--- src/rtl/tw_pkg.sv ---
package tw_pkg;

    localparam int PART_W = 32;

    typedef enum logic [1:0] {
        PH_IDLE   = 2'd0,
        PH_ACCEPT = 2'd1,
        PH_WAIT   = 2'd2,
        PH_STOP   = 2'd3
    } phase_e;

endpackage

--- src/rtl/tw_phase_ctrl.sv ---
module tw_phase_ctrl
    import tw_pkg::*;
#(
    parameter int MAX_WAIT = 8,
    parameter int LIM_W    = 5
) (
    input  logic             clk,
    input  logic             rst_n,
    input  logic             phase_req,
    input  logic             wfifo_full,
    input  logic             burst_hold_n,
    input  logic [LIM_W-1:0] wait_limit,
    output logic             trdy,
    output logic             stop
);

    localparam int CNT_W = $clog2(MAX_WAIT + 1);

    typedef struct packed {
        phase_e           ph;
        logic [CNT_W-1:0] wcnt;
    } st_t;

    st_t              st_d, st_q;
    logic [CNT_W-1:0] lim_eff;

    always_comb begin
        if (int'(wait_limit) > MAX_WAIT) lim_eff = CNT_W'(MAX_WAIT);
        else                             lim_eff = CNT_W'(wait_limit);

        st_d = st_q;
        if (!phase_req) begin
            st_d.ph   = PH_IDLE;
            st_d.wcnt = '0;
        end else if (st_q.ph == PH_STOP) begin
            st_d.ph = PH_STOP;
        end else if (!wfifo_full) begin
            st_d.ph   = PH_ACCEPT;
            st_d.wcnt = '0;
        end else if (burst_hold_n) begin
            st_d.ph   = PH_STOP;
            st_d.wcnt = '0;
        end else if (st_q.wcnt < lim_eff) begin
            st_d.ph   = PH_WAIT;
            st_d.wcnt = st_q.wcnt + 1'b1;
        end else begin
            st_d.ph   = PH_STOP;
            st_d.wcnt = '0;
        end
    end

    always_ff @(posedge clk or negedge rst_n) begin
        if (!rst_n) begin
            st_q.ph   <= PH_IDLE;
            st_q.wcnt <= '0;
        end else begin
            st_q <= st_d;
        end
    end

    assign trdy = (st_q.ph == PH_ACCEPT);
    assign stop = (st_q.ph == PH_STOP);

    AST_IDLE_CLEAR: assert property (@(posedge clk) disable iff (!rst_n)
        !phase_req |=> (!trdy && !stop));
    AST_SPACE_ACCEPT: assert property (@(posedge clk) disable iff (!rst_n)
        (phase_req && !wfifo_full && !stop) |=> trdy);
    AST_NOPEND_STOP: assert property (@(posedge clk) disable iff (!rst_n)
        (phase_req && wfifo_full && burst_hold_n) |=> stop);
    AST_WAIT_BOUND: assert property (@(posedge clk) disable iff (!rst_n)
        st_q.wcnt <= CNT_W'(MAX_WAIT));
    AST_STOP_STICKY: assert property (@(posedge clk) disable iff (!rst_n)
        (phase_req && stop) |=> (stop && !trdy));

endmodule

--- src/rtl/tw_hold_check.sv ---
module tw_hold_check (
    input  logic clk,
    input  logic rst_n,
    input  logic burst_hold_n,
    output logic hold_err
);

    typedef struct packed {
        logic [1:0] low_cnt;
        logic       err;
    } st_t;

    st_t st_d, st_q;

    always_comb begin
        st_d     = st_q;
        st_d.err = 1'b0;
        if (!burst_hold_n) begin
            if (st_q.low_cnt != 2'd2) st_d.low_cnt = st_q.low_cnt + 1'b1;
        end else begin
            if (st_q.low_cnt == 2'd1) st_d.err = 1'b1;
            st_d.low_cnt = 2'd0;
        end
    end

    always_ff @(posedge clk or negedge rst_n) begin
        if (!rst_n) begin
            st_q <= '0;
        end else begin
            st_q <= st_d;
        end
    end

    assign hold_err = st_q.err;

    AST_ERR_ON_RELEASE: assert property (@(posedge clk) disable iff (!rst_n)
        hold_err |-> ($past(burst_hold_n) && !$past(burst_hold_n, 2)));
    AST_ERR_SINGLE: assert property (@(posedge clk) disable iff (!rst_n)
        hold_err |=> !hold_err);

endmodule

--- src/rtl/tw_mark_decode.sv ---
module tw_mark_decode
    import tw_pkg::*;
#(
    parameter int PARTS = 2,
    parameter int BEATS = 2
) (
    input  logic                    clk,
    input  logic                    rst_n,
    input  logic                    addr_cyc,
    input  logic                    addr_part_vld,
    input  logic [PART_W-1:0]       addr_part,
    input  logic                    data_vld,
    input  logic                    last_n,
    output logic [PARTS*PART_W-1:0] addr_o,
    output logic                    addr_rdy,
    output logic                    word_done,
    output logic                    op_end
);

    localparam int ADDR_W = PARTS * PART_W;
    localparam int IDX_W  = (PARTS > 1) ? $clog2(PARTS) : 1;
    localparam int BEAT_W = (BEATS > 1) ? $clog2(BEATS) : 1;

    typedef struct packed {
        logic [ADDR_W-1:0] buf_a;
        logic [IDX_W-1:0]  idx;
        logic              any;
        logic [ADDR_W-1:0] addr;
        logic              rdy;
        logic [BEAT_W-1:0] beat;
        logic              wdone;
        logic              oend;
    } st_t;

    st_t               st_d, st_q;
    logic [ADDR_W-1:0] nxt_buf;

    always_comb begin
        st_d       = st_q;
        st_d.rdy   = 1'b0;
        st_d.wdone = 1'b0;
        st_d.oend  = 1'b0;
        nxt_buf    = st_q.buf_a;
        nxt_buf[int'(st_q.idx)*PART_W +: PART_W] = addr_part;

        if (addr_cyc) begin
            if (addr_part_vld) begin
                if (!last_n) begin
                    st_d.addr  = nxt_buf;
                    st_d.rdy   = 1'b1;
                    st_d.buf_a = '0;
                    st_d.idx   = '0;
                    st_d.any   = 1'b0;
                end else begin
                    st_d.buf_a = nxt_buf;
                    st_d.any   = 1'b1;
                    if (st_q.idx != IDX_W'(PARTS - 1)) st_d.idx = st_q.idx + 1'b1;
                end
            end else if (!last_n && !st_q.any) begin
                st_d.rdy = 1'b1;
            end
        end else if (data_vld) begin
            if (st_q.beat == BEAT_W'(BEATS - 1)) begin
                st_d.beat  = '0;
                st_d.wdone = 1'b1;
                st_d.oend  = !last_n;
            end else begin
                st_d.beat = st_q.beat + 1'b1;
            end
        end
    end

    always_ff @(posedge clk or negedge rst_n) begin
        if (!rst_n) begin
            st_q <= '0;
        end else begin
            st_q <= st_d;
        end
    end

    assign addr_o    = st_q.addr;
    assign addr_rdy  = st_q.rdy;
    assign word_done = st_q.wdone;
    assign op_end    = st_q.oend;

    AST_ADDR_ONLY_ON_RDY: assert property (@(posedge clk) disable iff (!rst_n)
        !addr_rdy |-> $stable(addr_o));
    AST_NO_RDY_OUTSIDE_ADDR: assert property (@(posedge clk) disable iff (!rst_n)
        !addr_cyc |=> !addr_rdy);
    AST_NO_WORD_WITHOUT_BEAT: assert property (@(posedge clk) disable iff (!rst_n)
        (addr_cyc || !data_vld) |=> (!word_done && !op_end));
    AST_END_NEEDS_MARK: assert property (@(posedge clk) disable iff (!rst_n)
        last_n |=> !op_end);

endmodule

--- src/rtl/tw_burst_ctrl.sv ---
module tw_burst_ctrl
    import tw_pkg::*;
#(
    parameter int MAX_WAIT = 8,
    parameter int LIM_W    = 5,
    parameter int PARTS    = 2,
    parameter int BEATS    = 2
) (
    input  logic                    clk,
    input  logic                    rst_n,
    input  logic                    phase_req,
    input  logic                    wfifo_full,
    input  logic                    burst_hold_n,
    input  logic [LIM_W-1:0]        wait_limit,
    output logic                    trdy,
    output logic                    stop,
    output logic                    hold_err,
    input  logic                    addr_cyc,
    input  logic                    addr_part_vld,
    input  logic [31:0]             addr_part,
    input  logic                    data_vld,
    input  logic                    last_n,
    output logic [PARTS*32-1:0]     addr_o,
    output logic                    addr_rdy,
    output logic                    word_done,
    output logic                    op_end
);

    tw_phase_ctrl #(
        .MAX_WAIT (MAX_WAIT),
        .LIM_W    (LIM_W)
    ) u_phase (
        .clk          (clk),
        .rst_n        (rst_n),
        .phase_req    (phase_req),
        .wfifo_full   (wfifo_full),
        .burst_hold_n (burst_hold_n),
        .wait_limit   (wait_limit),
        .trdy         (trdy),
        .stop         (stop)
    );

    tw_hold_check u_hold (
        .clk          (clk),
        .rst_n        (rst_n),
        .burst_hold_n (burst_hold_n),
        .hold_err     (hold_err)
    );

    tw_mark_decode #(
        .PARTS (PARTS),
        .BEATS (BEATS)
    ) u_mark (
        .clk           (clk),
        .rst_n         (rst_n),
        .addr_cyc      (addr_cyc),
        .addr_part_vld (addr_part_vld),
        .addr_part     (addr_part),
        .data_vld      (data_vld),
        .last_n        (last_n),
        .addr_o        (addr_o),
        .addr_rdy      (addr_rdy),
        .word_done     (word_done),
        .op_end        (op_end)
    );

    AST_TRDY_STOP_EXCL: assert property (@(posedge clk) disable iff (!rst_n)
        !(trdy && stop));

endmodule

--- config.mk ---
export PLATFORM = sky130hd
export DESIGN_NAME = tw_burst_ctrl
export DESIGN_NICKNAME = d
export VERILOG_FILES = /design/src/rtl/tw_pkg.sv /design/src/rtl/tw_phase_ctrl.sv /design/src/rtl/tw_hold_check.sv /design/src/rtl/tw_mark_decode.sv /design/src/rtl/tw_burst_ctrl.sv
export SDC_FILE = /design/constraint.sdc
export NUM_CORES = 1
export LEC_CHECK = 0
export BUFFER_PORTS_ARGS = -buffer_cell sky130_fd_sc_hd__clkbuf_2
export CAP_MARGIN = 0
export CORE_MARGIN = 1.5
export CORE_UTILIZATION = 56
export DETAILED_ROUTE_END_ITERATION = 16
export GPL_ROUTABILITY_DRIVEN = 0
export PLACE_DENSITY_LB_ADDON = 0.05
export SETUP_SLACK_MARGIN = 0.4
export SLEW_MARGIN = 20
export SYNTH_ARGS = -nofsm -noshare
export SYNTH_HDL_FRONTEND = slang
export SYNTH_SLANG_ARGS = --single-unit
--- constraint.sdc ---
create_clock -name clk -period 1.9 [get_ports clk]
set_input_delay 0.095 -clock clk [delete_from_list [all_inputs] [get_ports clk]]
set_output_delay 0.095 -clock clk [all_outputs]
set_load 0.05 [all_outputs]
Yosys cells after proc, flatten, opt, wreduce, memory -nomap -nowiden
Index checks and enable logic that the tools add are counted.
{"block": "word_totals", "inputBits": 46, "elab_cells": 57, "mem_bits_ro": 0, "reg_bits": 143, "mem_bits_rw": 0, "latch_bits": 0, "mem_count": 0, "output_inout_bits": 70}
{"block": "classes", "reduce_logical": 7, "shift": 2, "addsub": 5, "n_eq_ne": 5, "n_mux": 22, "order_cmp": 2, "n_div": 0, "mul": 0, "bitwise": 2}
{"cell": "66-bit two-way mux", "count": 1}
{"cell": "65-bit two-way mux", "count": 1}
{"cell": "64-bit bitwise mux", "count": 1}
{"cell": "32-bit by 33-bit variable shift with 64-bit output (first input constant)", "count": 1}
{"cell": "32-bit by 33-bit variable part select with 64-bit output", "count": 1}
{"cell": "6-bit negator with 33-bit output", "count": 1}
{"cell": "2-bit two-way mux", "count": 6}
{"cell": "6-bit two-way mux", "count": 2}
{"cell": "5-bit two-way mux", "count": 2}
{"cell": "4-bit two-way mux", "count": 2}
{"cell": "1-bit two-way mux", "count": 7}
{"cell": "5-bit by 4-bit greater-than comparator with 1-bit output (second input constant)", "count": 1}
{"cell": "4-bit by 1-bit adder with 4-bit output (second input constant)", "count": 1}
{"cell": "2-bit by 1-bit == test with 1-bit output (second input constant)", "count": 2}
{"cell": "4-bit < comparator", "count": 1}
{"cell": "2-bit inequality test (second input constant)", "count": 2}
{"cell": "2-bit AND reduction", "count": 2}
{"cell": "3-bit AND reduction", "count": 1}
{"cell": "1-bit adder (second input constant)", "count": 2}
{"cell": "2-bit by 1-bit adder with 2-bit output (second input constant)", "count": 1}
{"cell": "2-bit == test (second input constant)", "count": 1}
{"cell": "1-bit logical NOT", "count": 2}
{"cell": "1-bit NOT", "count": 2}
{"cell": "2-bit nonzero test", "count": 1}
{"cell": "1-bit logical AND", "count": 1}

Longest topological paths before layout
Gate-level depths: netlist of run 1.
{"block": "logic_depth", "depth_word": 8, "depth_mapped": 7}

By module
Synthesis of run 1 repeated with hierarchy kept, for this count alone.
{"block": "hier_totals", "cells_unflattened": 563, "hier_area_um2": 6403.6}
{"module": "tw_mark_decode", "instances": 1, "seq_area_each_um2": 3328.2, "cells_each": 506, "area_each_um2": 5848.1}
{"module": "tw_phase_ctrl", "instances": 1, "seq_area_each_um2": 150.1, "cells_each": 45, "area_each_um2": 415.4}
{"module": "tw_hold_check", "instances": 1, "seq_area_each_um2": 75.1, "cells_each": 12, "area_each_um2": 140.1}

Worst setup path after synthesis of run 1
OpenSTA, ideal clock, no wires.
{"block": "synth_timing", "path_kind": "register -> register", "from": "register u_phase.st_q[2] (netlist name)", "to": "register u_phase.st_q[2] (netlist name)", "t_arrival_ns": 1.411, "setup_time_ns": 0.077, "required_ns": 1.823, "path_slack_ns": 0.411, "path_stages_with_launch": 6, "period_less_slack_ns": 1.489, "path_buffers": 0, "path_cell_list": "dfrtp_1 ha_1 a21o_1 a2bb2oi_1 o211ai_1 a21oi_1"}
{"block": "synth_between", "elab_chain_len": 6, "word_cells_on_any_way": 7, "classes_between": "add/sub (1); order compare (1); mux (5)"}
{"item": "start, declared", "line": "tw_phase_ctrl.sv:24", "text": "st_t st_d, st_q;"}
{"item": "start signal, assigned", "line": "tw_phase_ctrl.sv:57", "text": "st_q <= st_d;"}
{"item": "4-bit by 1-bit adder with 4-bit output or 4-bit < comparator (tied branches)", "line": "tw_phase_ctrl.sv:45, tw_phase_ctrl.sv:43"}
{"item": "5-bit two-way mux *", "line": "tw_phase_ctrl.sv:43", "text": "end else if (st_q.wcnt < lim_eff) begin"}
{"item": "5-bit two-way mux *", "line": "tw_phase_ctrl.sv:40", "text": "end else if (burst_hold_n) begin"}
{"item": "6-bit two-way mux *", "line": "tw_phase_ctrl.sv:37", "text": "end else if (!wfifo_full) begin"}
{"item": "4-bit two-way mux *", "line": "tw_phase_ctrl.sv:35", "text": "end else if (st_q.ph == PH_STOP) begin"}
{"item": "6-bit two-way mux *", "line": "tw_phase_ctrl.sv:32", "text": "if (!phase_req) begin"}
Every way passes the cells marked *; elsewhere a longest branch is shown, timed or not. The select of a mux whose other input is x is not followed.
A chain may end at the register's enable or synchronous reset.

Final worst setup path of run 1
{"block": "layout_timing", "from": "register u_phase.st_q[3] (netlist name)", "to": "register u_phase.st_q[1] (netlist name)"}
{"block": "layout_between", "elab_chain_len": 6}
{"item": "4-bit < comparator", "line": "tw_phase_ctrl.sv:43"}
{"item": "5-bit two-way mux", "line": "tw_phase_ctrl.sv:43"}
{"item": "5-bit two-way mux", "line": "tw_phase_ctrl.sv:40"}
{"item": "6-bit two-way mux", "line": "tw_phase_ctrl.sv:37"}
{"item": "4-bit two-way mux", "line": "tw_phase_ctrl.sv:35"}
{"item": "6-bit two-way mux", "line": "tw_phase_ctrl.sv:32"}
Every way passes these cells. The select of a mux whose other input is x is not followed.

==> impl_metrics.prom, run 1 <==
# TYPE chip_impl_metric gauge
chip_impl_info{name="crit_slowest_cell",value="sky130_fd_sc_hd__dfrtp_1"} 1
chip_impl_metric{name="totalNegativeSetupSlack",unit="ns"} 0
chip_impl_metric{name="top_level_ports",unit=""} 116
chip_impl_metric{name="vias",unit=""} 4378
chip_impl_metric{name="grt_antenna_before_repair",unit=""} 0
chip_impl_metric{name="cts.htree.levels",unit=""} 4
chip_impl_metric{name="max_cap_viol_count",unit=""} 0
chip_impl_info{name="critPathTopFamily",value="compound AO/OA/AOI/OAI gates"} 1
chip_impl_metric{name="final_stage_net_count",unit=""} 707
chip_impl_metric{name="die_h",unit="microns"} 110
chip_impl_metric{name="area_growth_from_synthesis_to_layout",unit="%"} 19.8
chip_impl_metric{name="first_global_vias",unit=""} 4405
chip_impl_metric{name="layout-drive-gt1-share",unit="%"} 25.4
chip_impl_metric{name="groute.usage.overall",unit="%"} 23.6
chip_impl_metric{name="initial_core_utilization",unit="%"} 58.4
chip_impl_metric{name="critical_path_buf_inv_count",unit=""} 0
chip_impl_metric{name="number_of_buffers_created_by_cts",unit=""} 17
chip_impl_metric{name="synth_nets",unit=""} 620
chip_impl_info{name="worst_path_cell_trace",value="ha_1 > nand3_2 > a2bb2oi_4 > a32o_1"} 1
chip_impl_metric{name="post_synth_num_cell_types",unit=""} 34
chip_impl_metric{name="source_to_sink_clock_delay_at_the_later_pin_of_the_worst_skew_pair",unit="ns"} 0.41
chip_impl_info{name="regToRegStartpoint",value="u_phase.st_q[3]$_DFFE_PN0P_"} 1
chip_impl_info{name="setup.worst_path.end_class",value="register"} 1
chip_impl_metric{name="layout.core_utilization",unit="%"} 70.0
chip_impl_info{name="outcome",value="finished, final reports clean"} 1
chip_impl_info{name="worstSetupStartpointType",value="register"} 1
chip_impl_metric{name="power_per_cell_area",unit="nW/um^2"} 1260
chip_impl_info{name="critPathKind",value="reg2reg"} 1
chip_impl_metric{name="grt_first_pass_wirelength",unit="mm"} 21.7
chip_impl_metric{name="floorplan.die_area",unit="sq um"} 12100
chip_impl_metric{name="wire_per_inst",unit="microns"} 16.4
chip_impl_metric{name="clock_sinks",unit=""} 142
chip_impl_metric{name="place.detailed.hpwl",unit="mm"} 8.27
chip_impl_info{name="hold_path_startpoint",value="addr_part_vld"} 1
chip_impl_metric{name="wl",unit="mm"} 13.3
chip_impl_metric{name="portBuffers",unit=""} 115
chip_impl_metric{name="slew-limit-headroom",unit="%"} 73.0
chip_impl_metric{name="syn_area",unit="sq um"} 6410
chip_impl_metric{name="antenna_cells_inserted",unit=""} 0
chip_impl_metric{name="layout_min_cycle_time",unit="ns"} 1.47
chip_impl_info{name="dominantRegCellSynth",value="sky130_fd_sc_hd__dfrtp_1"} 1
chip_impl_metric{name="drt_pass1_iterations",unit=""} 4
chip_impl_metric{name="rows",unit=""} 38
chip_impl_metric{name="synthArstFlopShare",unit="%"} 100
chip_impl_metric{name="max_slew.worst_pin.slew",unit="ns"} 0.405
chip_impl_metric{name="timing_hold_violations_final",unit=""} 0
chip_impl_metric{name="ys_warnings",unit=""} 0
chip_impl_metric{name="route.antenna.remaining_nets",unit=""} 0
chip_impl_metric{name="critical_path_peak_fanout",unit=""} 6
chip_impl_metric{name="remaining_drc_errors",unit=""} 0
chip_impl_metric{name="timing.final.setup_violations",unit=""} 0
chip_impl_metric{name="synth_edf_count",unit=""} 0
chip_impl_metric{name="critical_path_arrival",unit="ns"} 1.77
chip_impl_metric{name="ir_drop",unit="uV"} 774
chip_impl_metric{name="worst-endpoint-required",unit="ns"} 2.20
chip_impl_metric{name="maxClockFrequency",unit="MHz"} 680
chip_impl_metric{name="timing_max_transition_violations_final",unit=""} 0
chip_impl_metric{name="final_min_period_over_clock_period",unit="%"} 77.4
chip_impl_metric{name="grt_start_max_net_pins",unit=""} 83
chip_impl_info{name="clock_root_buffer",value="sky130_fd_sc_hd__clkbuf_16"} 1
chip_impl_metric{name="vias_per_cell",unit=""} 5.42
chip_impl_metric{name="path_clk_slew",unit="ns"} 0.06
chip_impl_metric{name="die_w",unit="microns"} 110
chip_impl_info{name="clock_tree_from_tritoncts",value="built"} 1
chip_impl_metric{name="core",unit="sq um"} 11000
chip_impl_info{name="critPathLaunch",value="u_phase.st_q[3]$_DFFE_PN0P_"} 1
chip_impl_metric{name="cts_buffer_depth",unit=""} 2
chip_impl_metric{name="gr_ovfl_total",unit=""} 0
chip_impl_metric{name="syn_area_cell",unit="sq um"} 11.3
chip_impl_metric{name="sequential_cell_area_fraction_in_the_yosys_report",unit="%"} 55.4
chip_impl_metric{name="clock-skew-final",unit="ns"} 0.00475
chip_impl_metric{name="slowest_delay",unit="ns"} 0.41
chip_impl_metric{name="first_iter_violations",unit=""} 197
chip_impl_metric{name="ys_seq_elements",unit=""} 142
chip_impl_info{name="grt_setup_unrepaired",value="yes"} 1
chip_impl_metric{name="timing.hold.ws",unit="ns"} 0.00695
chip_impl_metric{name="power.leakage",unit="nW"} 3.95
chip_impl_metric{name="netlist_instances",unit=""} 568
chip_impl_info{name="hp-class",value="in2reg"} 1
report_power, final:
part / total (mW) / internal, mW / switching, mW
logic: 2.62 / 0.805 / 1.82
clock network: 3.19 / 2.00 / 1.18
registers: 3.86 / 3.55 / 0.305
cell families (layout without fill, tap and decap cells):
family                     after synthesis  count (layout)  synth area share (%)
xor gates and xnor gates                 2               2                 0.273
and+or+nand+nor                        103             103                  7.00
DFF                                    142             142                  55.4
adders and majority gates                6               6                  1.17
buffers and inverters                  105             205                  10.8
AOI/OAI and AO/OA                      150             150                  16.0
muxes                                   60              60                  9.38
placed cells by master (no fill, tap or decap), drive strengths merged, types with 2 or more instances in the layout:
cell type,netlist,final
a21oi,7,7
nand3,4,4
nor3b,3,3
dlygate4sd3,0,38
a21o,7,7
ha,6,6
clkinv,0,3
o21ai,66,66
nor2,8,8
buf,88,15
mux2i,59,59
nand2b,2,2
and3,2,2
nor2b,8,8
and2,2,2
a22o,64,64
nand2,71,71
inv,6,6
a31oi,2,2
clkbuf,11,141
dfrtp,142,142
what timing repair did:
item	in CTS	in global routing
hold endpoints to repair	155	0
endpoints found under the setup margin	50	45
resized for setup	4	12
pin swaps	0	4
hold buffers	38	0
buffers inserted	0	1
final cells by class:
type	instances	area, sq um
timing repair buffer	167	1130
fill	825	3300
inverter	6	22.5
tap	140	175
sequential	142	3560
multi-input combinational	321	2230
clock inverter	5	52.6
clock buffer	27	523
worst register-to-register path, stage by stage, from the launching register on:
cell,delay (ns)
sky130_fd_sc_hd__dfrtp_1,0.41
sky130_fd_sc_hd__ha_1,0.38
sky130_fd_sc_hd__nand3_2,0.14
sky130_fd_sc_hd__a2bb2oi_4,0.18
sky130_fd_sc_hd__a32o_1,0.25
worst paths after layout:
kind,end,cells past startpoint,slack (ns)
worst min register to register,u_mark.addr_o[24]$_DFFE_PN0P_,2,0.47
worst max-delay path,u_phase.st_q[1]$_DFFE_PN0P_,4,0.43
min in group asynchronous,u_mark.addr_o[30]$_DFFE_PN0P_,2,0.16
worst max register to register,u_phase.st_q[1]$_DFFE_PN0P_,4,0.43
max in group asynchronous,u_mark.addr_o[12]$_DFFE_PN0P_,3,1.11
worst min-delay path,u_mark.addr_rdy$_DFF_PN0_,3,0.007
Yosys cell counts, types with 2 or more instances:
cell type / n / share of area [%]
sky130_fd_sc_hd__nor3b_1: 3 / 0.35
sky130_fd_sc_hd__and2_1: 2 / 0.20
sky130_fd_sc_hd__a21o_1: 7 / 0.82
sky130_fd_sc_hd__a31oi_1: 2 / 0.20
sky130_fd_sc_hd__buf_4: 66 / 7.7
sky130_fd_sc_hd__and3_1: 2 / 0.20
sky130_fd_sc_hd__buf_6: 4 / 0.70
sky130_fd_sc_hd__clkbuf_1: 11 / 0.64
sky130_fd_sc_hd__inv_1: 6 / 0.35
sky130_fd_sc_hd__dfrtp_1: 142 / 55
sky130_fd_sc_hd__buf_2: 17 / 1.3
sky130_fd_sc_hd__ha_1: 6 / 1.2
sky130_fd_sc_hd__nor2_1: 8 / 0.47
sky130_fd_sc_hd__nand3_1: 4 / 0.31
sky130_fd_sc_hd__o21ai_1: 20 / 1.6
sky130_fd_sc_hd__mux2i_1: 59 / 9.2
sky130_fd_sc_hd__o21ai_0: 46 / 3.6
sky130_fd_sc_hd__nor2b_1: 8 / 0.78
sky130_fd_sc_hd__nand2b_1: 2 / 0.20
sky130_fd_sc_hd__nand2_1: 70 / 4.1
sky130_fd_sc_hd__a22o_1: 64 / 8.7
sky130_fd_sc_hd__a21oi_1: 7 / 0.55
sequential cells by signal, summed over array words and instances, names as in the netlist:
signal	count
u_mark.addr_rdy	1
u_mark.st_q	66
u_mark.word_done	1
u_mark.op_end	1
u_hold.st_q	2
u_hold.hold_err	1
u_phase.st_q	6
u_mark.addr_o	64
per-layer routing:
layer  up-vias  share of wire (%)  track usage [%]
li1       2098                  -                -
met1      2154                 46             31.1
met2       107                 48             38.7
met3        19                4.2             5.29
met4         0                1.6             8.26
met5         -                  0                0
through the flow:
stage / area (sq um) / total power [mW] / worst slack, ns / cells
finish: 7690 / 9.67 / 0.429 / 808
global placement: 6650 / 6.39 / 0.324 / 737
global route: 7690 / 10.1 / 0.344 / 808
CTS: 7620 / 9.74 / 0.381 / 807
floorplan: 6410 / 6.19 / 0.411 / 568
detailed placement: 6650 / 6.45 / 0.210 / 737
Power figures use the tool's default switching activity.
==> run 2, diff against run 1 <==
CORE_UTILIZATION = 50   (was 56)
clock period = 1.35 ns   (was 1.9 ns; I/O delays follow)
==> run 2 against run 1 <==
Net effect: the run now ends with negative setup slack left; hold slack gained 0.036 ns; maximum frequency grew 4.9%; sequential power grew 46%; first-iteration DRC count grew 38%; final cell count grew 12%; clock skew grew 0.0023 ns; design area grew 25%; highest routed layer unchanged.
==> impl_metrics.prom, run 2 (synthesis results as in run 1) <==
# TYPE chip_impl_metric gauge
chip_impl_metric{name="layout-drive-gt1-share",unit="%"} 38.3
chip_impl_metric{name="layout.core_utilization",unit="%"} 76.4
chip_impl_metric{name="worst-endpoint-required",unit="ns"} 1.68
chip_impl_metric{name="remaining_drc_errors",unit=""} 0
chip_impl_info{name="critPathKind",value="reg2reg"} 1
chip_impl_info{name="worstSetupStartpointType",value="register"} 1
chip_impl_metric{name="first_global_vias",unit=""} 4945
chip_impl_metric{name="dp_slack",unit="ns"} -0.0703
chip_impl_metric{name="final_min_period_over_clock_period",unit="%"} 104
chip_impl_metric{name="place.detailed.hpwl",unit="mm"} 8.50
chip_impl_metric{name="largest_register_ffs",unit=""} 66
chip_impl_metric{name="vias_per_cell",unit=""} 5.31
chip_impl_metric{name="max_cap_viol_count",unit=""} 0
chip_impl_info{name="clock_root_buffer",value="sky130_fd_sc_hd__clkbuf_16"} 1
chip_impl_info{name="layout.cells.most_common_list",value="141 x sky130_fd_sc_hd__dfrtp_1, 73 x sky130_fd_sc_hd__buf_8, 69 x sky130_fd_sc_hd__nand2_1, 64 x sky130_fd_sc_hd__a22o_1, 64 x sky130_fd_sc_hd__o21ai_1"} 1
chip_impl_metric{name="grt_first_pass_wirelength",unit="mm"} 25.8
chip_impl_metric{name="number_of_buffers_created_by_cts",unit=""} 17
chip_impl_metric{name="clock_sinks",unit=""} 142
chip_impl_metric{name="cts_buffer_depth",unit=""} 2
chip_impl_metric{name="timing_max_transition_violations_final",unit=""} 0
chip_impl_metric{name="rows",unit=""} 41
chip_impl_metric{name="initial_core_utilization",unit="%"} 51.0
chip_impl_metric{name="instances_no_fill",unit=""} 903
chip_impl_metric{name="clock-skew-final",unit="ns"} 0.00702
chip_impl_info{name="final_common_cell",value="sky130_fd_sc_hd__dfrtp_1"} 1
chip_impl_metric{name="die_h",unit="microns"} 116
chip_impl_metric{name="placed_cells",unit=""} 779
chip_impl_metric{name="route.antenna.remaining_nets",unit=""} 0
chip_impl_metric{name="max_slew.worst_pin.slew",unit="ns"} 0.472
chip_impl_metric{name="area_growth_from_synthesis_to_layout",unit="%"} 49.6
chip_impl_metric{name="final_stage_net_count",unit=""} 770
chip_impl_metric{name="ir_drop",unit="uV"} 1030
chip_impl_metric{name="critical_path_arrival",unit="ns"} 1.73
chip_impl_info{name="hp-class",value="in2reg"} 1
chip_impl_metric{name="timing.hold.ws",unit="ns"} 0.0431
chip_impl_metric{name="floorplan.die_area",unit="sq um"} 13500
chip_impl_metric{name="vias",unit=""} 4798
chip_impl_metric{name="source_to_sink_clock_delay_at_the_later_pin_of_the_worst_skew_pair",unit="ns"} 0.41
chip_impl_metric{name="layout_min_cycle_time",unit="ns"} 1.40
chip_impl_metric{name="total_power",unit="mW"} 16.0
chip_impl_metric{name="portBuffers",unit=""} 115
chip_impl_metric{name="grt_start_max_net_pins",unit=""} 83
chip_impl_metric{name="grt_antenna_before_repair",unit=""} 0
chip_impl_info{name="violations",value="negative setup slack"} 1
chip_impl_metric{name="cell_depth_of_the_worst_flop_to_flop_path",unit=""} 5
chip_impl_metric{name="cts.htree.levels",unit=""} 4
chip_impl_metric{name="timing.final.setup_violations",unit=""} 3
chip_impl_metric{name="groute.usage.overall",unit="%"} 25.5
chip_impl_metric{name="path_clk_slew",unit="ns"} 0.06
chip_impl_info{name="grt_setup_unrepaired",value="yes"} 1
chip_impl_metric{name="gr_ovfl_total",unit=""} 0
chip_impl_metric{name="power_per_cell_area",unit="nW/um^2"} 1670
chip_impl_info{name="setup.worst_path.end_class",value="register"} 1
chip_impl_metric{name="final_ws_setup",unit="ns"} -0.0518
chip_impl_metric{name="core",unit="sq um"} 12600
chip_impl_metric{name="wire_per_inst",unit="microns"} 18.2
chip_impl_metric{name="die_w",unit="microns"} 116
chip_impl_metric{name="antenna_cells_inserted",unit=""} 0
chip_impl_metric{name="top_level_ports",unit=""} 116
chip_impl_metric{name="r2r_slack",unit="ns"} -0.05
chip_impl_info{name="clock_tree_from_tritoncts",value="built"} 1
chip_impl_metric{name="slew-limit-headroom",unit="%"} 68.5
chip_impl_info{name="largest_register_by_flop_count",value="u_mark.st_q"} 1
chip_impl_metric{name="timing_hold_violations_final",unit=""} 0
chip_impl_metric{name="drt_pass1_iterations",unit=""} 4
chip_impl_info{name="outcome",value="complete, but fails checks"} 1
chip_impl_metric{name="critical_path_peak_fanout",unit=""} 6
chip_impl_metric{name="maxClockFrequency",unit="MHz"} 713
chip_impl_metric{name="wl",unit="mm"} 16.4
chip_impl_metric{name="whs_path_depth",unit=""} 2
chip_impl_metric{name="power.leakage",unit="nW"} 4.63
chip_impl_metric{name="first_iter_violations",unit=""} 272
-- run 2: changes by cell type in the layout (fill, tap and decap cells not counted), sizes merged --
| cell | change |
|---|---|
| clkinv | +3 |
| dlygate4sd3 | -2 |
| bufinv | +1 |
| clkbuf | -75 |
| and2 | +2 |
| clkinvlp | +1 |
| buf | +133 |
-- run 2: repair_timing --
action | in CTS | in global routing
setup endpoints to repair | 207 | 209
gates cloned | 12 | 0
hold buffers | 36 | 0
resized for setup | 242 | 107
endpoints found under the hold margin | 226 | 0
buffers inserted | 31 | 13
pin swaps | 29 | 15
-- run 2: metrics by stage --
| stage | area [sq um] | setup TNS, ns |
|---|---|---|
| after floorplan | 6630 | 0 |
| after global placement | 6900 | 0 |
| after detailed placement | 6900 | -0.0926 |
| after CTS | 9230 | -0.0159 |
| after global routing | 9600 | -1.22 |
| final | 9600 | -0.101 |
-- run 2: worst max-delay path, stage by stage (launching register included) --
cell and delay, ns:
sky130_fd_sc_hd__dfrtp_1 0.43, sky130_fd_sc_hd__ha_4 0.24, sky130_fd_sc_hd__a21o_1 0.18, sky130_fd_sc_hd__a2bb2oi_4 0.20, sky130_fd_sc_hd__o211ai_1 0.12, sky130_fd_sc_hd__a21oi_1 0.16
-- run 2: path summary, 6_finish.rpt --
path,start,end
worst max-delay path,u_phase.st_q[2]$_DFFE_PN0P_,u_phase.st_q[2]$_DFFE_PN0P_
worst min-delay path,addr_part[29],u_mark.st_q[99]$_DFFE_PN0P_
worst max register to register,u_phase.st_q[2]$_DFFE_PN0P_,u_phase.st_q[2]$_DFFE_PN0P_
worst min register to register,u_mark.st_q[2]$_DFFE_PN0P_,u_mark.st_q[2]$_DFFE_PN0P_
max in group asynchronous,rst_n,u_mark.st_q[94]$_DFFE_PN0P_
min in group asynchronous,rst_n,u_mark.addr_o[20]$_DFFE_PN0P_
-- run 2: final cells by class --
cell class                 count  area (sq um)
clock buffer                  22           474
clock inverter                10           113
fill                         800          2970
inverter                       6          22.5
multi-input combinational    323          2570
sequential                   142          3560
tap                          172           215
timing repair buffer         228          2640
-- run 2: metal layers --
metal	vias up	track usage, %	part of all wire, %
met5	-	0	0
met2	138	42.6	51
met1	2399	33.1	42
met4	0	7.24	1.7
met3	22	6.38	5.4
li1	2239	-	-
-- run 2: power breakdown --
part / switching, mW / leakage (nW) / internal [mW] / total (mW)
registers: 0.640 / 1.86 / 5.00 / 5.64
clock network: 1.72 / 0.286 / 2.86 / 4.57
logic: 2.98 / 2.48 / 2.82 / 5.80
total: 5.33 / 4.63 / 10.7 / 16.0
==> run 3, diff against run 2 <==
CORE_MARGIN = 8   (was 1.5)
CORE_UTILIZATION = 45   (was 50)
TNS_END_PERCENT = 30   (was default)
==> run 3 against run 2 <==
Net effect: the run now ends clean; maximum frequency up 4.6%; wire length down 2.9%; power down 6.2%; design area down 8.3%; final cell count down 3.5%; non-clock buffer count down 41; critical endpoint unchanged; largest power group is now sequential cells.
==> impl_metrics.prom, run 3 (synthesis results as in run 1) <==
# TYPE chip_impl_metric gauge
chip_impl_metric{name="portBuffers",unit=""} 115
chip_impl_metric{name="place.detailed.hpwl",unit="mm"} 9.85
chip_impl_metric{name="power.leakage",unit="nW"} 4.25
chip_impl_metric{name="storage_element_area",unit="sq um"} 3560
chip_impl_info{name="setup.worst_path.end_class",value="register"} 1
chip_impl_metric{name="n_fill_cell",unit=""} 1100
chip_impl_metric{name="layout_min_cycle_time",unit="ns"} 1.34
chip_impl_metric{name="clock-skew-final",unit="ns"} 0.00570
chip_impl_info{name="grt_setup_unrepaired",value="yes"} 1
chip_impl_metric{name="final_min_period_over_clock_period",unit="%"} 99.3
chip_impl_metric{name="clock_sinks",unit=""} 142
chip_impl_metric{name="vias_per_cell",unit=""} 5.26
chip_impl_metric{name="maxClockFrequency",unit="MHz"} 746
chip_impl_info{name="layout.cells.most_common_list",value="140 x sky130_fd_sc_hd__dfrtp_1, 72 x sky130_fd_sc_hd__buf_6, 69 x sky130_fd_sc_hd__nand2_1, 66 x sky130_fd_sc_hd__o21ai_1, 64 x sky130_fd_sc_hd__a22o_1"} 1
chip_impl_metric{name="drt_pass1_iterations",unit=""} 6
chip_impl_metric{name="source_to_sink_clock_delay_at_the_later_pin_of_the_worst_skew_pair",unit="ns"} 0.41
chip_impl_metric{name="final_ws_setup",unit="ns"} 0.00930
chip_impl_metric{name="max_slew.worst_pin.slew",unit="ns"} 0.437
chip_impl_metric{name="cell_depth_of_the_worst_flop_to_flop_path",unit=""} 5
chip_impl_metric{name="grt_start_max_net_pins",unit=""} 95
chip_impl_metric{name="grt_antenna_before_repair",unit=""} 0
chip_impl_metric{name="gr_util_met1",unit="%"} 22.6
chip_impl_metric{name="route.antenna.remaining_nets",unit=""} 0
chip_impl_metric{name="cts_buffer_depth",unit=""} 2
chip_impl_info{name="critPathLaunch",value="u_phase.st_q[2]$_DFFE_PN0P_"} 1
chip_impl_metric{name="grt_first_pass_wirelength",unit="mm"} 25.2
chip_impl_metric{name="gr_ovfl_total",unit=""} 0
chip_impl_metric{name="largest_register_ffs",unit=""} 66
chip_impl_metric{name="groute.usage.overall",unit="%"} 17.4
chip_impl_metric{name="globalRouteMet2Util",unit="%"} 27.5
chip_impl_metric{name="floorplan.die_area",unit="sq um"} 18300
chip_impl_metric{name="globalRouteMet3Util",unit="%"} 4.49
chip_impl_metric{name="slowest_delay",unit="ns"} 0.41
chip_impl_info{name="regToRegStartpoint",value="u_phase.st_q[2]$_DFFE_PN0P_"} 1
chip_impl_metric{name="power_per_cell_area",unit="nW/um^2"} 1710
chip_impl_info{name="critical_path_endpoint",value="u_phase.st_q[2]$_DFFE_PN0P_"} 1
chip_impl_info{name="worst_path_cell_trace",value="ha_4 > a21o_1 > a2bb2oi_4 > o211ai_1 > a21oi_1"} 1
chip_impl_info{name="grt-busiest-layer",value="met2"} 1
chip_impl_info{name="crit-reg2reg-capture",value="u_phase.st_q[2]$_DFFE_PN0P_"} 1
chip_impl_info{name="clock_root_buffer",value="sky130_fd_sc_hd__clkbuf_16"} 1
chip_impl_metric{name="timing_hold_violations_final",unit=""} 0
chip_impl_metric{name="first_global_vias",unit=""} 4793
chip_impl_metric{name="timing_max_transition_violations_final",unit=""} 0
chip_impl_metric{name="critical_path_arrival",unit="ns"} 1.68
chip_impl_metric{name="final_stage_net_count",unit=""} 730
chip_impl_info{name="clock_tree_from_tritoncts",value="built"} 1
chip_impl_info{name="critPathKind",value="reg2reg"} 1
chip_impl_metric{name="timing.final.setup_violations",unit=""} 0
chip_impl_metric{name="remaining_drc_errors",unit=""} 0
chip_impl_info{name="critPathTopFamily",value="compound AO/OA/AOI/OAI gates"} 1
chip_impl_metric{name="cts.htree.levels",unit=""} 4
chip_impl_metric{name="initial_core_utilization",unit="%"} 46.2
chip_impl_metric{name="top_level_ports",unit=""} 116
chip_impl_metric{name="critical_path_buf_inv_count",unit=""} 0
chip_impl_metric{name="path_clk_slew",unit="ns"} 0.06
chip_impl_metric{name="wire_per_inst",unit="microns"} 18.3
chip_impl_metric{name="layout-drive-gt1-share",unit="%"} 33.7
chip_impl_metric{name="multi_input_area",unit="sq um"} 2470
chip_impl_info{name="outcome",value="finished, final reports clean"} 1
chip_impl_metric{name="slew-limit-headroom",unit="%"} 70.9
chip_impl_metric{name="number_of_buffers_created_by_cts",unit=""} 17
chip_impl_metric{name="critical_path_peak_fanout",unit=""} 6
chip_impl_metric{name="die_h",unit="microns"} 135
chip_impl_metric{name="cp_num_cells",unit=""} 5
chip_impl_info{name="worstSetupStartpointType",value="register"} 1
chip_impl_metric{name="worst-endpoint-required",unit="ns"} 1.68
chip_impl_metric{name="first_iter_violations",unit=""} 222
chip_impl_metric{name="rows",unit=""} 43
chip_impl_metric{name="antenna_cells_inserted",unit=""} 0
chip_impl_metric{name="totalNegativeSetupSlack",unit="ns"} 0
chip_impl_metric{name="area_growth_from_synthesis_to_layout",unit="%"} 37.1
chip_impl_info{name="crit_slowest_cell",value="sky130_fd_sc_hd__dfrtp_1"} 1
chip_impl_metric{name="wl",unit="mm"} 15.9
chip_impl_metric{name="r2r_slack",unit="ns"} 0.009
chip_impl_metric{name="max_cap_viol_count",unit=""} 0
chip_impl_metric{name="vias",unit=""} 4581
chip_impl_info{name="largest_register_by_flop_count",value="u_mark.st_q"} 1
chip_impl_metric{name="ir_drop",unit="uV"} 912
chip_impl_metric{name="core",unit="sq um"} 13900
chip_impl_info{name="final_common_cell",value="sky130_fd_sc_hd__dfrtp_1"} 1
chip_impl_metric{name="die_w",unit="microns"} 135
chip_impl_metric{name="dp_slack",unit="ns"} -0.0707
chip_impl_info{name="hp-class",value="in2reg"} 1
-- run 3: cell type report --
type                            count  area share (%)
Clock buffer                       20            5.19
Clock inverter                     12            1.55
Inverter                            6           0.284
Multi-Input combinational cell    324            28.1
Sequential cell                   142            40.5
Tap cell                          180            2.56
Timing Repair Buffer              187            21.8
-- run 3: metal layers --
layer | vias to the layer above | part of all wire [%]
met2 | 114 | 48
met4 | 0 | 1.3
met3 | 20 | 5.1
met1 | 2286 | 46
met5 | - | 0
li1 | 2161 | -
-- run 3: how the worst min path moves through the flow --
stage                             start                            end  slack (ns)  cells past startpoint
after floorplan                   rst_n      u_hold.hold_err$_DFF_PN0_       -0.23                      0
after global placement            rst_n  u_mark.addr_o[21]$_DFFE_PN0P_        0.02                      1
after detailed placement          rst_n  u_mark.addr_o[21]$_DFFE_PN0P_        0.02                      1
after CTS                 addr_part_vld      u_mark.addr_rdy$_DFF_PN0_       0.001                      3
after global routing      addr_part_vld      u_mark.addr_rdy$_DFF_PN0_        0.03                      3
final                     addr_part_vld      u_mark.addr_rdy$_DFF_PN0_        0.03                      3
-- run 3: worst min-delay path, delay by kind of cell --
kind | cells | cell delay (ns)
AND/OR/NAND/NOR | 2 | 0.17
buffers and inverters | 1 | 0.16
-- run 3: power by group --
group	total, mW	internal (mW)	switching [mW]
clock	4.64	2.83	1.81
combinational	4.82	2.05	2.77
sequential	5.57	5.00	0.562
total	15.0	9.88	5.14
-- run 3: what timing repair did --
| item | 4_1_cts | 5_1_grt |
|---|---|---|
| endpoints found under the setup margin | 207 | 207 |
| hold buffers | 38 | 0 |
| hold endpoints to repair | 224 | 0 |
| setup buffers | 1 | 2 |
| pin swaps | 24 | 57 |
| gates cloned | 3 | 5 |
| resized for setup | 17 | 370 |
-- run 3: per-stage QoR --
stage	power (mW)	util (%)	instance area, sq um	hold slack, ns	cells
2_1_floorplan	8.76	-	6520	-0.228	568
3_3_place_gp	9.20	50.2	6960	0.0152	790
3_5_place_dp	9.28	50.2	6960	0.0171	790
4_1_cts	14.1	58.0	8050	0.00114	864
5_1_grt	15.7	63.4	8800	0.0319	871
6_report	15.0	63.4	8800	0.0276	871
